### src/rtl/vlcfg_pkg.sv
package vlcfg_pkg;

  typedef enum logic [1:0] {
    SRC_KEEP = 2'd0,
    SRC_REG  = 2'd1,
    SRC_IMM  = 2'd2,
    SRC_CTR  = 2'd3
  } vlSrc_e;

  typedef struct packed {
    logic   setMvl;
    vlSrc_e vlSrc;
    logic   writeRt;
    logic   writeCr;
    logic   setMode;
  } ctrlStrobes_t;

endpackage

### src/rtl/vlcfg_sat.sv
module vlcfg_sat #(
  parameter int XLEN  = 64,
  parameter int LEN_W = 7
) (
  input  logic [XLEN-1:0]  value,
  output logic [LEN_W-1:0] result,
  output logic             ovf
);
  // any set bit above the length field means the value cannot fit
  always_comb begin
    ovf    = |value[XLEN-1:LEN_W];
    result = ovf ? {LEN_W{1'b1}} : value[LEN_W-1:0];
  end
endmodule

### src/rtl/vlcfg_ctrl.sv
module vlcfg_ctrl
  import vlcfg_pkg::*;
(
  input  logic         clk,
  input  logic         rst_n,
  input  logic         inValid,
  input  logic         msFlag,
  input  logic         vsFlag,
  input  logic         rcFlag,
  input  logic         raIsZero,
  input  logic         rtIsZero,
  output ctrlStrobes_t strb,
  output logic         outValid,
  output logic         rtWrEn,
  output logic         crWrEn
);

  always_comb begin
    strb.setMvl  = msFlag;
    strb.setMode = msFlag;
    strb.writeRt = !rtIsZero;
    strb.writeCr = rcFlag;
    if (!vsFlag)        strb.vlSrc = SRC_KEEP;
    else if (!raIsZero) strb.vlSrc = SRC_REG;
    else if (rtIsZero)  strb.vlSrc = SRC_IMM;
    else                strb.vlSrc = SRC_CTR;
  end

  always_ff @(posedge clk) begin
    if (!rst_n) begin
      outValid <= 1'b0;
      rtWrEn   <= 1'b0;
      crWrEn   <= 1'b0;
    end else begin
      outValid <= inValid;
      rtWrEn   <= inValid && strb.writeRt;
      crWrEn   <= inValid && strb.writeCr;
    end
  end

  assert_valid_latency_R1: assert property (@(posedge clk) disable iff (!rst_n)
    inValid |=> outValid);
  assert_idle_quiet_R1: assert property (@(posedge clk) disable iff (!rst_n)
    !inValid |=> (!outValid && !rtWrEn && !crWrEn));
  assert_rt_enable_R9: assert property (@(posedge clk) disable iff (!rst_n)
    inValid |=> (rtWrEn == !$past(rtIsZero)));

endmodule

### src/rtl/vlcfg_dpath.sv
module vlcfg_dpath
  import vlcfg_pkg::*;
#(
  parameter int XLEN  = 64,
  parameter int LEN_W = 7
) (
  input  logic             clk,
  input  logic             rst_n,
  input  logic             load,
  input  ctrlStrobes_t     strb,
  input  logic [LEN_W-1:0] immField,
  input  logic             vfFlag,
  input  logic [XLEN-1:0]  raValue,
  input  logic [XLEN-1:0]  ctrValue,
  input  logic [XLEN-1:0]  stateIn,
  output logic [LEN_W-1:0] mvlOut,
  output logic [LEN_W-1:0] vlOut,
  output logic [XLEN-1:0]  stateOut,
  output logic [XLEN-1:0]  rtData,
  output logic [3:0]       crField
);
  // MSB-first bit k sits at LSB-first position XLEN-1-k
  localparam int MVL_LO      = XLEN - LEN_W;
  localparam int VL_LO       = XLEN - 2 * LEN_W;
  localparam int MODE_POS    = 0;
  localparam int PERSIST_POS = 1;
  localparam int NUM_SAT     = 2;

  logic [XLEN-1:0]  satIn  [NUM_SAT];
  logic [LEN_W-1:0] satRes [NUM_SAT];
  logic             satOvf [NUM_SAT];

  assign satIn[0] = raValue;
  assign satIn[1] = ctrValue;

  for (genvar g = 0; g < NUM_SAT; g++) begin : g_sat
    vlcfg_sat #(.XLEN(XLEN), .LEN_W(LEN_W)) u_sat (
      .value  (satIn[g]),
      .result (satRes[g]),
      .ovf    (satOvf[g])
    );
  end

  logic [LEN_W-1:0] immInc, mvlNext, vlRaw, vlNext;
  logic             srcOvf, clampHit, ovfNext;
  logic [XLEN-1:0]  stateNext;
  logic [3:0]       crNext;

  always_comb begin
    immInc  = immField + LEN_W'(1);
    mvlNext = strb.setMvl ? immInc : stateIn[MVL_LO +: LEN_W];
    unique case (strb.vlSrc)
      SRC_KEEP: begin vlRaw = stateIn[VL_LO +: LEN_W]; srcOvf = 1'b0;      end
      SRC_REG:  begin vlRaw = satRes[0];               srcOvf = satOvf[0]; end
      SRC_IMM:  begin vlRaw = immInc;                  srcOvf = 1'b0;      end
      default:  begin vlRaw = satRes[1];               srcOvf = satOvf[1]; end
    endcase
    clampHit = vlRaw > mvlNext;
    vlNext   = clampHit ? mvlNext : vlRaw;
    ovfNext  = srcOvf | clampHit;

    stateNext = stateIn;
    stateNext[MVL_LO +: LEN_W] = mvlNext;
    stateNext[VL_LO +: LEN_W]  = vlNext;
    if (strb.setMode) begin
      stateNext[MODE_POS]    = vfFlag;
      stateNext[PERSIST_POS] = 1'b0;
    end

    crNext = strb.writeCr ? {1'b0, vlNext != '0, vlNext == '0, ovfNext} : 4'b0;
  end

  always_ff @(posedge clk) begin
    if (!rst_n) begin
      mvlOut   <= '0;
      vlOut    <= '0;
      stateOut <= '0;
      rtData   <= '0;
      crField  <= '0;
    end else if (load) begin
      mvlOut   <= mvlNext;
      vlOut    <= vlNext;
      stateOut <= stateNext;
      rtData   <= {{(XLEN-LEN_W){1'b0}}, vlNext};
      crField  <= crNext;
    end
  end

  assert_vl_within_mvl_R7: assert property (@(posedge clk) disable iff (!rst_n)
    load |=> (vlOut <= mvlOut));
  assert_mvl_kept_R2: assert property (@(posedge clk) disable iff (!rst_n)
    (load && !strb.setMvl) |=> (mvlOut == $past(stateIn[MVL_LO +: LEN_W])));
  assert_state_fields_R8: assert property (@(posedge clk) disable iff (!rst_n)
    load |=> (stateOut[MVL_LO +: LEN_W] == mvlOut && stateOut[VL_LO +: LEN_W] == vlOut));
  assert_reg_saturate_R4: assert property (@(posedge clk) disable iff (!rst_n)
    (load && strb.vlSrc == SRC_REG && strb.writeCr && (|raValue[XLEN-1:LEN_W])) |=> crField[0]);
  assert_rt_zext_R9: assert property (@(posedge clk) disable iff (!rst_n)
    load |=> (rtData[XLEN-1:LEN_W] == '0 && rtData[LEN_W-1:0] == vlOut));
  assert_cr_exclusive_R10: assert property (@(posedge clk) disable iff (!rst_n)
    (load && strb.writeCr) |=> ((crField[1] ^ crField[2]) && !crField[3]));

endmodule

### src/rtl/vlcfg_unit.sv
module vlcfg_unit
  import vlcfg_pkg::*;
#(
  parameter int XLEN  = 64,
  parameter int LEN_W = 7
) (
  input  logic             clk,
  input  logic             rst_n,
  input  logic             inValid,
  input  logic [LEN_W-1:0] immField,
  input  logic             msFlag,
  input  logic             vsFlag,
  input  logic             vfFlag,
  input  logic             rcFlag,
  input  logic             raIsZero,
  input  logic             rtIsZero,
  input  logic [XLEN-1:0]  raValue,
  input  logic [XLEN-1:0]  ctrValue,
  input  logic [XLEN-1:0]  stateIn,
  output logic             outValid,
  output logic [LEN_W-1:0] mvlOut,
  output logic [LEN_W-1:0] vlOut,
  output logic [XLEN-1:0]  stateOut,
  output logic             rtWrEn,
  output logic [XLEN-1:0]  rtData,
  output logic             crWrEn,
  output logic [3:0]       crField
);

  ctrlStrobes_t strb;

  vlcfg_ctrl u_ctrl (
    .clk      (clk),
    .rst_n    (rst_n),
    .inValid  (inValid),
    .msFlag   (msFlag),
    .vsFlag   (vsFlag),
    .rcFlag   (rcFlag),
    .raIsZero (raIsZero),
    .rtIsZero (rtIsZero),
    .strb     (strb),
    .outValid (outValid),
    .rtWrEn   (rtWrEn),
    .crWrEn   (crWrEn)
  );

  vlcfg_dpath #(.XLEN(XLEN), .LEN_W(LEN_W)) u_dpath (
    .clk      (clk),
    .rst_n    (rst_n),
    .load     (inValid),
    .strb     (strb),
    .immField (immField),
    .vfFlag   (vfFlag),
    .raValue  (raValue),
    .ctrValue (ctrValue),
    .stateIn  (stateIn),
    .mvlOut   (mvlOut),
    .vlOut    (vlOut),
    .stateOut (stateOut),
    .rtData   (rtData),
    .crField  (crField)
  );

endmodule

### config.mk
export PLATFORM = sky130hd
export DESIGN_NAME = vlcfg_unit
export DESIGN_NICKNAME = d
export VERILOG_FILES = /design/src/rtl/vlcfg_pkg.sv /design/src/rtl/vlcfg_sat.sv /design/src/rtl/vlcfg_ctrl.sv /design/src/rtl/vlcfg_dpath.sv /design/src/rtl/vlcfg_unit.sv
export SDC_FILE = /design/constraint.sdc
export NUM_CORES = 1
export LEC_CHECK = 0
export BUFFER_PORTS_ARGS = -buffer_cell sky130_fd_sc_hd__buf_4
export CAP_MARGIN = 0
export CELL_PAD_IN_SITES_DETAIL_PLACEMENT = 0
export CELL_PAD_IN_SITES_GLOBAL_PLACEMENT = 1
export CORE_AREA = 2 2 138 140
export DETAILED_ROUTE_END_ITERATION = 10
export DIE_AREA = 0 0 140 142
export PLACE_DENSITY = 0.75
export SYNTH_ARGS = -nofsm -noshare
export SYNTH_HDL_FRONTEND = slang
export SYNTH_SLANG_ARGS = --single-unit
### constraint.sdc
create_clock -name clk -period 6.7 [get_ports clk]
set_input_delay 1.005 -clock clk [delete_from_list [all_inputs] [get_ports clk]]
set_output_delay 1.005 -clock clk [all_outputs]
set_load 0.01 [all_outputs]
# After elaboration in Yosys (flattened, before gate mapping)
# Index checks and enable logic that the tools add are counted.
[classes]
n_lt_le_gt_ge = 1
n_addsub = 1
muxes = 11
n_reduce_logical = 9
bitwise_logic = 1
eq_ne = 2
[ops]
columns = ["operator", "n"]
rows = [
  ["$reduce_or 57->1", 2],
  ["$mux 7", 4],
  ["$pmux 7 s3", 1],
  ["$add 7x1->7 const B", 1],
  ["$gt 7x7->1", 1],
  ["$logic_not 7->1", 1],
  ["$reduce_bool 7->1", 1],
  ["$mux 2", 3],
  ["$mux 3", 1],
  ["$eq 2x1->1 const B", 1],
  ["$eq 2x2->1 const B", 1],
  ["$logic_and 1x1->1", 2],
  ["$logic_not 2->1", 1],
  ["$pmux 1 s2", 1],
  ["$reduce_or 2->1", 1],
  ["$logic_not 1->1", 1],
  ["$mux 1", 1],
  ["$or 1x1->1", 1],
]
[totals]
wordCells = 32
reg_bits = 85

# Logic depth before layout (Yosys ltp)
# Gate-level depths: netlist of the first run.
[logic_depth]
word_depth = 9
depth_mapped = 16

# By module
# Synthesis of the first run repeated with hierarchy kept, for this count alone.
[unflattened]
hier_cells = 461
area_unflattened_um2 = 4110.2
[modules_own_cells]
columns = ["mod", "n_inst", "area_per_inst_um2", "cells_per_inst"]
rows = [
  ["vlcfg_dpath", 1, 3622.2, 393],
  ["vlcfg_sat", 2, 182.7, 28],
  ["vlcfg_ctrl", 1, 122.6, 12],
]

# Worst setup path before layout of the first run
# No wires, ideal clock.
[synth_path]
path_type = "input-to-reg"
start = "input port raValue[15]"
end = "register u_dpath.crField[2]"
path_slack_ns = 2.393
cell_stages = 14
required_time_ns = 6.568
t_arrival_ns = 4.175
setup_time_ns = 0.132
path_cell_list = "nor4_1 > nand4_1 > or4_4 > a21oi_4 > a21oi_1 > ha_1 > a21o_1 > a221o_1 > a31oi_1 > or2_1 > buf_6 > mux2_4 > nor4_4 > a31oi_1"
[synth_via]
elab_chain_len = 7
[synth_lines]
columns = ["element", "line", "text"]
rows = [
  ["start, declared", "vlcfg_unit.sv:17", "input logic [XLEN-1:0] raValue,"],
  ["$reduce_or 57->1 *", "vlcfg_sat.sv:11", "ovf = |value[XLEN-1:LEN_W];"],
  ["$mux 7 *", "vlcfg_sat.sv:12", "result = ovf ? {LEN_W{1'b1}} : value[LEN_W-1:0];"],
  ["$pmux 7 s3 *", "vlcfg_dpath.sv:52", "unique case (strb.vlSrc)"],
  ["$gt 7x7->1", "vlcfg_dpath.sv:58", "clampHit = vlRaw > mvlNext;"],
  ["$mux 7 *", "vlcfg_dpath.sv:59", "vlNext = clampHit ? mvlNext : vlRaw;"],
  ["$reduce_bool 7->1 *", "vlcfg_dpath.sv:70", "crNext = strb.writeCr ? {1'b0, vlNext != '0, vlNext == '0, ovfNext} : 4'b0;"],
  ["$mux 3 *", "vlcfg_dpath.sv:70", ""],
  ["end signal, assigned", "vlcfg_dpath.sv:85", "crField <= crNext;"],
  ["end, declared", "vlcfg_dpath.sv:20", "output logic [3:0] crField"],
]
# Every way passes the cells marked *; elsewhere a longest branch is shown, timed or not.
# A chain may end at the register's enable or synchronous reset.

# Final worst setup path of the first run
[layout_path]
start = "input port raValue[23]"
end = "register u_dpath.crField[2]"
# Same word-level chain as after synthesis.

==> results_dict.tcl, run 1 <==
set metrics [dict create \
    power_switching_w 0.000371 \
    antenna_found_initial 0 \
    grtUsageMet2 0.242 \
    cts_buffer_depth 2 \
    post-route-worst-setup-slack_ns 2.09 \
    finClkSkew_ns 0 \
    worstSetupEndpointType "register" \
    routed_wl_mm 15.6 \
    rsz0062_at_grt "no" \
    syn_to_final_growth_pct 55.3 \
    io_pins 357 \
    first_pass_iters 10 \
    final.setup.tns_ns 0 \
    crit_fanout 9 \
    ys_seq_area_frac 0.331 \
    synth_largest_area_cell "dfxtp_1" \
    finalCriticalPeriod_ns 4.61 \
    synthCells 471 \
    clock_latency_ns 0.32 \
    ctsHoldBuffers 0 \
    avgSynthCellArea_um2 8.99 \
    dp_hpwl_mm 12.7 \
    synth-seq-cells 70 \
    p_int_w 0.000893 \
    drcViolationCount 30 \
    synth.top_cell.area_share 0.331 \
    grt.overflow.total 0 \
    gp_congestion 0.844 \
    die_x_um 140 \
    core_um2 18500 \
    hp-class "register to register" \
    layout.nets 954 \
    drv_slew 0 \
    hold_viol_final 0 \
    grt_max_degree 71 \
    cp.required_ns 6.89 \
    wl_per_cell_um 16.0 \
    grtUsageMet1 0.206 \
    grt_pass1_vias 4007 \
    grt_util_met3 0.0313 \
    synth_flop_cell "dfxtp_1" \
    synthArstFlopShare 0 \
    start_kind "input port" \
    worst_pin_slew_ns 1.12 \
    grt_pass1_wl_mm 22.8 \
    post-place-ws_ns 1.78 \
    leakage_nw 3.29 \
    slew_headroom 0.254 \
    synth_enable_flop_cells 0 \
    cts_root_buf "clkbuf_16" \
    netlist_area_um2 4240 \
    initial_core_util 0.230 \
    num_rows 50 \
    vias_per_cell 4.23 \
    failed_checks "design-rule violations" \
    synth_cell_type_count 58 \
    h-tree-depth 3 \
    path_clk_slew_ns 0.05 \
    max_freq_ghz 0.217 \
    cts-resized-gates 0 \
    maxCapViolations 0 \
    num_vias 4136 \
    ys_warn_count 0 \
    fillers 1997 \
    io_buffers 298 \
    netlist_top_cells_area "dfxtp_1, buf_4, mux2i_1" \
    drive_gt1_frac 0.441 \
    track_usage 0.150 \
    setup_viol 0 \
    die_area_um2 19900 \
    cts.sinks 70 \
    comb_power_share 0.275 \
    ir_drop_v 0.000103 \
    cts_tree "done" \
    pwr-share-clk 0.358 \
    post_cts_buffers 0 \
    worstPathArrival_ns 4.80 \
    grt.busiest_layer "met2" \
    path_class "input port to register" \
    die_h_um 142 \
    netSwitchingFraction 0.294 \
    seqPwrFrac 0.367 \
    power_density_nw_per_um2 192 \
    drt_iter0_drc 174 \
    numCtsBuffers 9 \
    status "finished with violations" \
    ant_nets 0 \
    fin_crit_sh 0.688 \
]
==> stage by stage <==
stage	hold slack [ns]	instances	total power, W	instance area, um^2	util
after floorplan	0.495	528	0.000672	4450	-
after global placement	0.464	961	0.000820	6290	0.341
after detailed placement	0.477	961	0.000822	6290	0.341
after CTS	0.486	977	0.00128	6580	0.356
after global routing	0.506	977	0.00134	6580	0.356
final	0.478	978	0.00126	6580	0.357
==> path summary, 6_finish.rpt <==
check,from,cells after the start,slack [ns],endpoint
worst min register to register,u_dpath.stateOut[1],2,0.48,u_dpath.stateOut[1]
worst max register to register,u_dpath.stateOut[53],2,5.85,u_dpath.stateOut[53]
worst max-delay path,raValue[23],15,2.09,u_dpath.crField[2]
worst min-delay path,u_dpath.stateOut[1],2,0.48,u_dpath.stateOut[1]
==> layout make-up <==
type | count | area (um^2) | area share
Multi-Input combinational cell | 347 | 2320 | 0.352
Timing Repair Buffer | 298 | 2240 | 0.340
Sequential cell | 70 | 1400 | 0.213
Tap cell | 234 | 293 | 0.0445
Clock buffer | 10 | 239 | 0.0363
Clock inverter | 6 | 45.0 | 0.00685
Inverter | 12 | 45.0 | 0.00685
Antenna cell | 1 | 2.50 | 0.000380
==> flip-flops by register name, summed over array words and instances, names as in the netlist <==
| name | count |
|---|---|
| u_ctrl.crWrEn | 1 |
| u_dpath.stateOut | 64 |
| u_ctrl.outValid | 1 |
| u_dpath.crField | 3 |
| u_ctrl.rtWrEn | 1 |
==> power by group through the flow <==
stage	Clock (W)	Combinational (W)	Sequential, W
after CTS	0.000468	0.000349	0.000465
after detailed placement	0	0.000349	0.000473
final	0.000453	0.000347	0.000464
after floorplan	0	0.000191	0.000481
after global placement	0	0.000347	0.000473
after global routing	0.000491	0.000379	0.000468
==> routing by layer <==
| layer | wire length [um] | vias to the layer above |
|---|---|---|
| li1 | - | 2046 |
| met1 | 7150 | 1897 |
| met2 | 7280 | 177 |
| met3 | 1020 | 16 |
| met4 | 193 | 0 |
| met5 | 0 | - |
==> kinds of logic after synthesis <==
| family | Yosys count | share of synthesized area |
|---|---|---|
| flip-flops | 70 | 0.331 |
| XOR/XNOR | 3 | 0.00620 |
| adder cells (fa/ha/maj) | 8 | 0.0236 |
| other | 1 | 0.000885 |
| buffers and inverters | 111 | 0.173 |
| AND/OR/NAND/NOR | 165 | 0.232 |
| AO/OA/AOI/OAI | 54 | 0.0936 |
| multiplexers | 59 | 0.141 |
==> worst max-delay path, cell delays in order <==
cell	delay, ns
buf_4	0.11
nor4_1	0.35
nand4_1	0.15
or4_4	0.60
a21oi_4	0.24
a21oi_1	0.15
ha_1	0.34
a21o_1	0.17
a221o_1	0.33
a31oi_1	0.29
or2_1	0.35
nor2_1	0.07
a21o_2	0.22
nor4_4	0.31
a31oi_1	0.12
==> cell usage in the layout (no fill, tap or decap), types with 4 or more instances in the layout <==
cell type  synthesis  routed
a21oi_1            8       8
a31oi_1            5       5
and2_1             4       4
buf_4             80     298
clkbuf_16          0       9
conb_1             1      58
dfxtp_1           70      70
ha_1               8       8
inv_1             11      11
mux2i_1           58      58
nand2_1           15      15
nand3_1            8       8
nand4_1            5       5
nor2_1            23      23
nor2b_1           55      55
nor4_1            23      23
o211a_1            6       6
o21ai_0           11      11
==> cells in the mapped netlist (all sizes together), types with 2 or more instances <==
cell type and number:
nor3 3, clkbuf 11, nor2 23, o2bb2ai 2, o221ai 2, nor4 26
inv 11, a21o 3, or4 4, nor2b 55, a31oi 5, xnor2 2
buf 88, o211a 6, nand3 8, nand3b 3, ha 8, and2 4
nand4 5, o21ai 12, and4 3, dfxtp 70, or3 3, nand2 15
a211oi 2, mux2i 58, and3 3, o22ai 2, or2 3, a21oi 11
nand2b 3, nor3b 2
No activity file was read; power rests on OpenSTA's default activity.
==> run 2, diff against run 1 <==
- CORE_AREA: 2 2 138 140 -> 2 2 139 141
- DIE_AREA: 0 0 140 142 -> 0 0 141 143
- PLACE_DENSITY: 0.75 -> 0.74
- clock period: 6.7 -> 4.45 ns (I/O delays scaled with it)
==> results_dict.tcl, run 2 (synthesis results as in run 1) <==
set metrics [dict create \
    status "finished, final reports clean" \
    numCtsBuffers 9 \
    r2r_end "u_dpath.stateOut[56]" \
    num_vias 4104 \
    first_pass_iters 4 \
    post-place-ws_ns 0.106 \
    seqPwrFrac 0.348 \
    cts_tree "done" \
    seq_area_um2 1400 \
    drcViolationCount 0 \
    drv_slew 0 \
    syn_to_final_growth_pct 57.1 \
    vias_per_cell 4.18 \
    path_clk_slew_ns 0.06 \
    top_register "u_dpath.stateOut" \
    leakage_nw 3.34 \
    whs_path_depth 2 \
    final_common_cell "buf_4" \
    crit_fanout 7 \
    clock_latency_ns 0.33 \
    finalPower_w 0.00201 \
    track_usage 0.150 \
    die_area_um2 20200 \
    initial_core_util 0.228 \
    fillers 1950 \
    crit_path_end "u_dpath.crField[2]" \
    grt_pass1_vias 3925 \
    gp_congestion 0.866 \
    whs_ns 0.473 \
    reg2reg_depth 2 \
    worst_pin_slew_ns 0.664 \
    routed_wl_mm 16.0 \
    grt_max_degree 68 \
    core_um2 18600 \
    rsz0062_at_grt "no" \
    hp-class "register to register" \
    grt.overflow.total 0 \
    comb_power_share 0.264 \
    grtUsageMet2 0.232 \
    slew_headroom 0.557 \
    layout.nets 959 \
    power_density_nw_per_um2 302 \
    antenna_found_initial 0 \
    n_antenna_cell 0 \
    wl_per_cell_um 16.3 \
    drive_gt1_frac 0.445 \
    cts.sinks 70 \
    r2r_start "u_dpath.stateOut[56]" \
    die_x_um 141 \
    multi_input_area_um2 2320 \
    h-tree-depth 3 \
    final.setup.tns_ns 0 \
    dp_hpwl_mm 13.1 \
    cts_root_buf "clkbuf_16" \
    grtUsageMet1 0.212 \
    cts-resized-gates 0 \
    reg.largest.list "u_dpath.stateOut: 64 flops, u_dpath.crField: 3 flops" \
    finClkSkew_ns 0 \
    drt_iter0_drc 135 \
    ant_nets 0 \
    num_rows 50 \
    min_from "u_dpath.stateOut[1]" \
    max_freq_ghz 0.249 \
    pwr-share-clk 0.388 \
    io_pins 357 \
    layout_common_cells "buf_4, dfxtp_1, mux2i_1, conb_1, nor2b_1" \
    netSwitchingFraction 0.279 \
    start_kind "input port" \
    setup_viol 0 \
    largest_reg_flops 64 \
    cp.required_ns 4.65 \
    power_switching_w 0.000559 \
    post-route-worst-setup-slack_ns 0.428 \
    maxCapViolations 0 \
    grt_util_met3 0.0322 \
    finalCriticalPeriod_ns 4.02 \
    cts_buffer_depth 2 \
    grt.busiest_layer "met2" \
    cp-startpoint "raValue[23]" \
    grt_pass1_wl_mm 23.0 \
    post_cts_buffers 0 \
    worstPathArrival_ns 4.22 \
    rrSetupSlack_ns 3.57 \
    path_class "input port to register" \
    ir_drop_v 0.000187 \
    ctsHoldBuffers 0 \
    die_h_um 143 \
    worstSetupEndpointType "register" \
    hold_viol_final 0 \
    p_int_w 0.00145 \
    io_buffers 298 \
    fin_crit_sh 0.904 \
]
-- run 2: cell count changes in the layout (fill, tap and decap cells not counted) --
cell	delta
bufinv_16	+2
clkbuf_8	-1
buf_4	+5
diode_2	-1
clkinvlp_4	-1
-- run 2: final cells by class --
class | count | area share
sequential | 70 | 0.211
inverter | 12 | 0.00677
clock inverter | 7 | 0.0147
tap | 234 | 0.0440
clock buffer | 9 | 0.0338
multi-input combinational | 347 | 0.348
timing repair buffer | 303 | 0.342
-- run 2: metal layers --
metal  part of all wire  vias up
met5                  0        -
met4              0.013        0
met3              0.064       19
met2               0.46      178
met1               0.46     1855
li1                   -     2052
-- run 2: worst min path at each step --
| stage | slack (ns) | to |
|---|---|---|
| finish | 0.47 | u_dpath.stateOut[1] |
| global route | 0.50 | u_dpath.stateOut[0] |
| CTS | 0.48 | u_dpath.stateOut[1] |
| detailed placement | 0.47 | u_dpath.stateOut[1] |
| global placement | 0.46 | u_dpath.stateOut[1] |
| floorplan | 0.49 | u_dpath.stateOut[1] |
-- run 2: critical path, stage by stage --
cell and delay [ns]:
buf_4 0.12, nor4_1 0.27, nand4_1 0.17, or4_4 0.61, a21oi_4 0.24, a21oi_1 0.14, ha_1 0.33, a21o_1 0.17
a221o_1 0.34, a31oi_1 0.17, or2_1 0.29, nor2_1 0.08, a21o_2 0.22, nor4_4 0.30, a31oi_1 0.11
-- run 2: metrics by stage --
step,area (um^2),utilization,instances
3_3_place_gp,6330,0.341,966
2_1_floorplan,4450,-,528
6_report,6650,0.358,982
4_1_cts,6650,0.358,982
5_1_grt,6650,0.358,982
3_5_place_dp,6330,0.341,966
-- run 2: power by group through the flow --
stage | registers [W] | clock network (W) | logic (W)
2_1_floorplan | 0.000724 | 0 | 0.000287
3_3_place_gp | 0.000712 | 0 | 0.000530
3_5_place_dp | 0.000713 | 0 | 0.000534
4_1_cts | 0.000700 | 0.000806 | 0.000535
5_1_grt | 0.000705 | 0.000834 | 0.000579
6_report | 0.000699 | 0.000779 | 0.000530
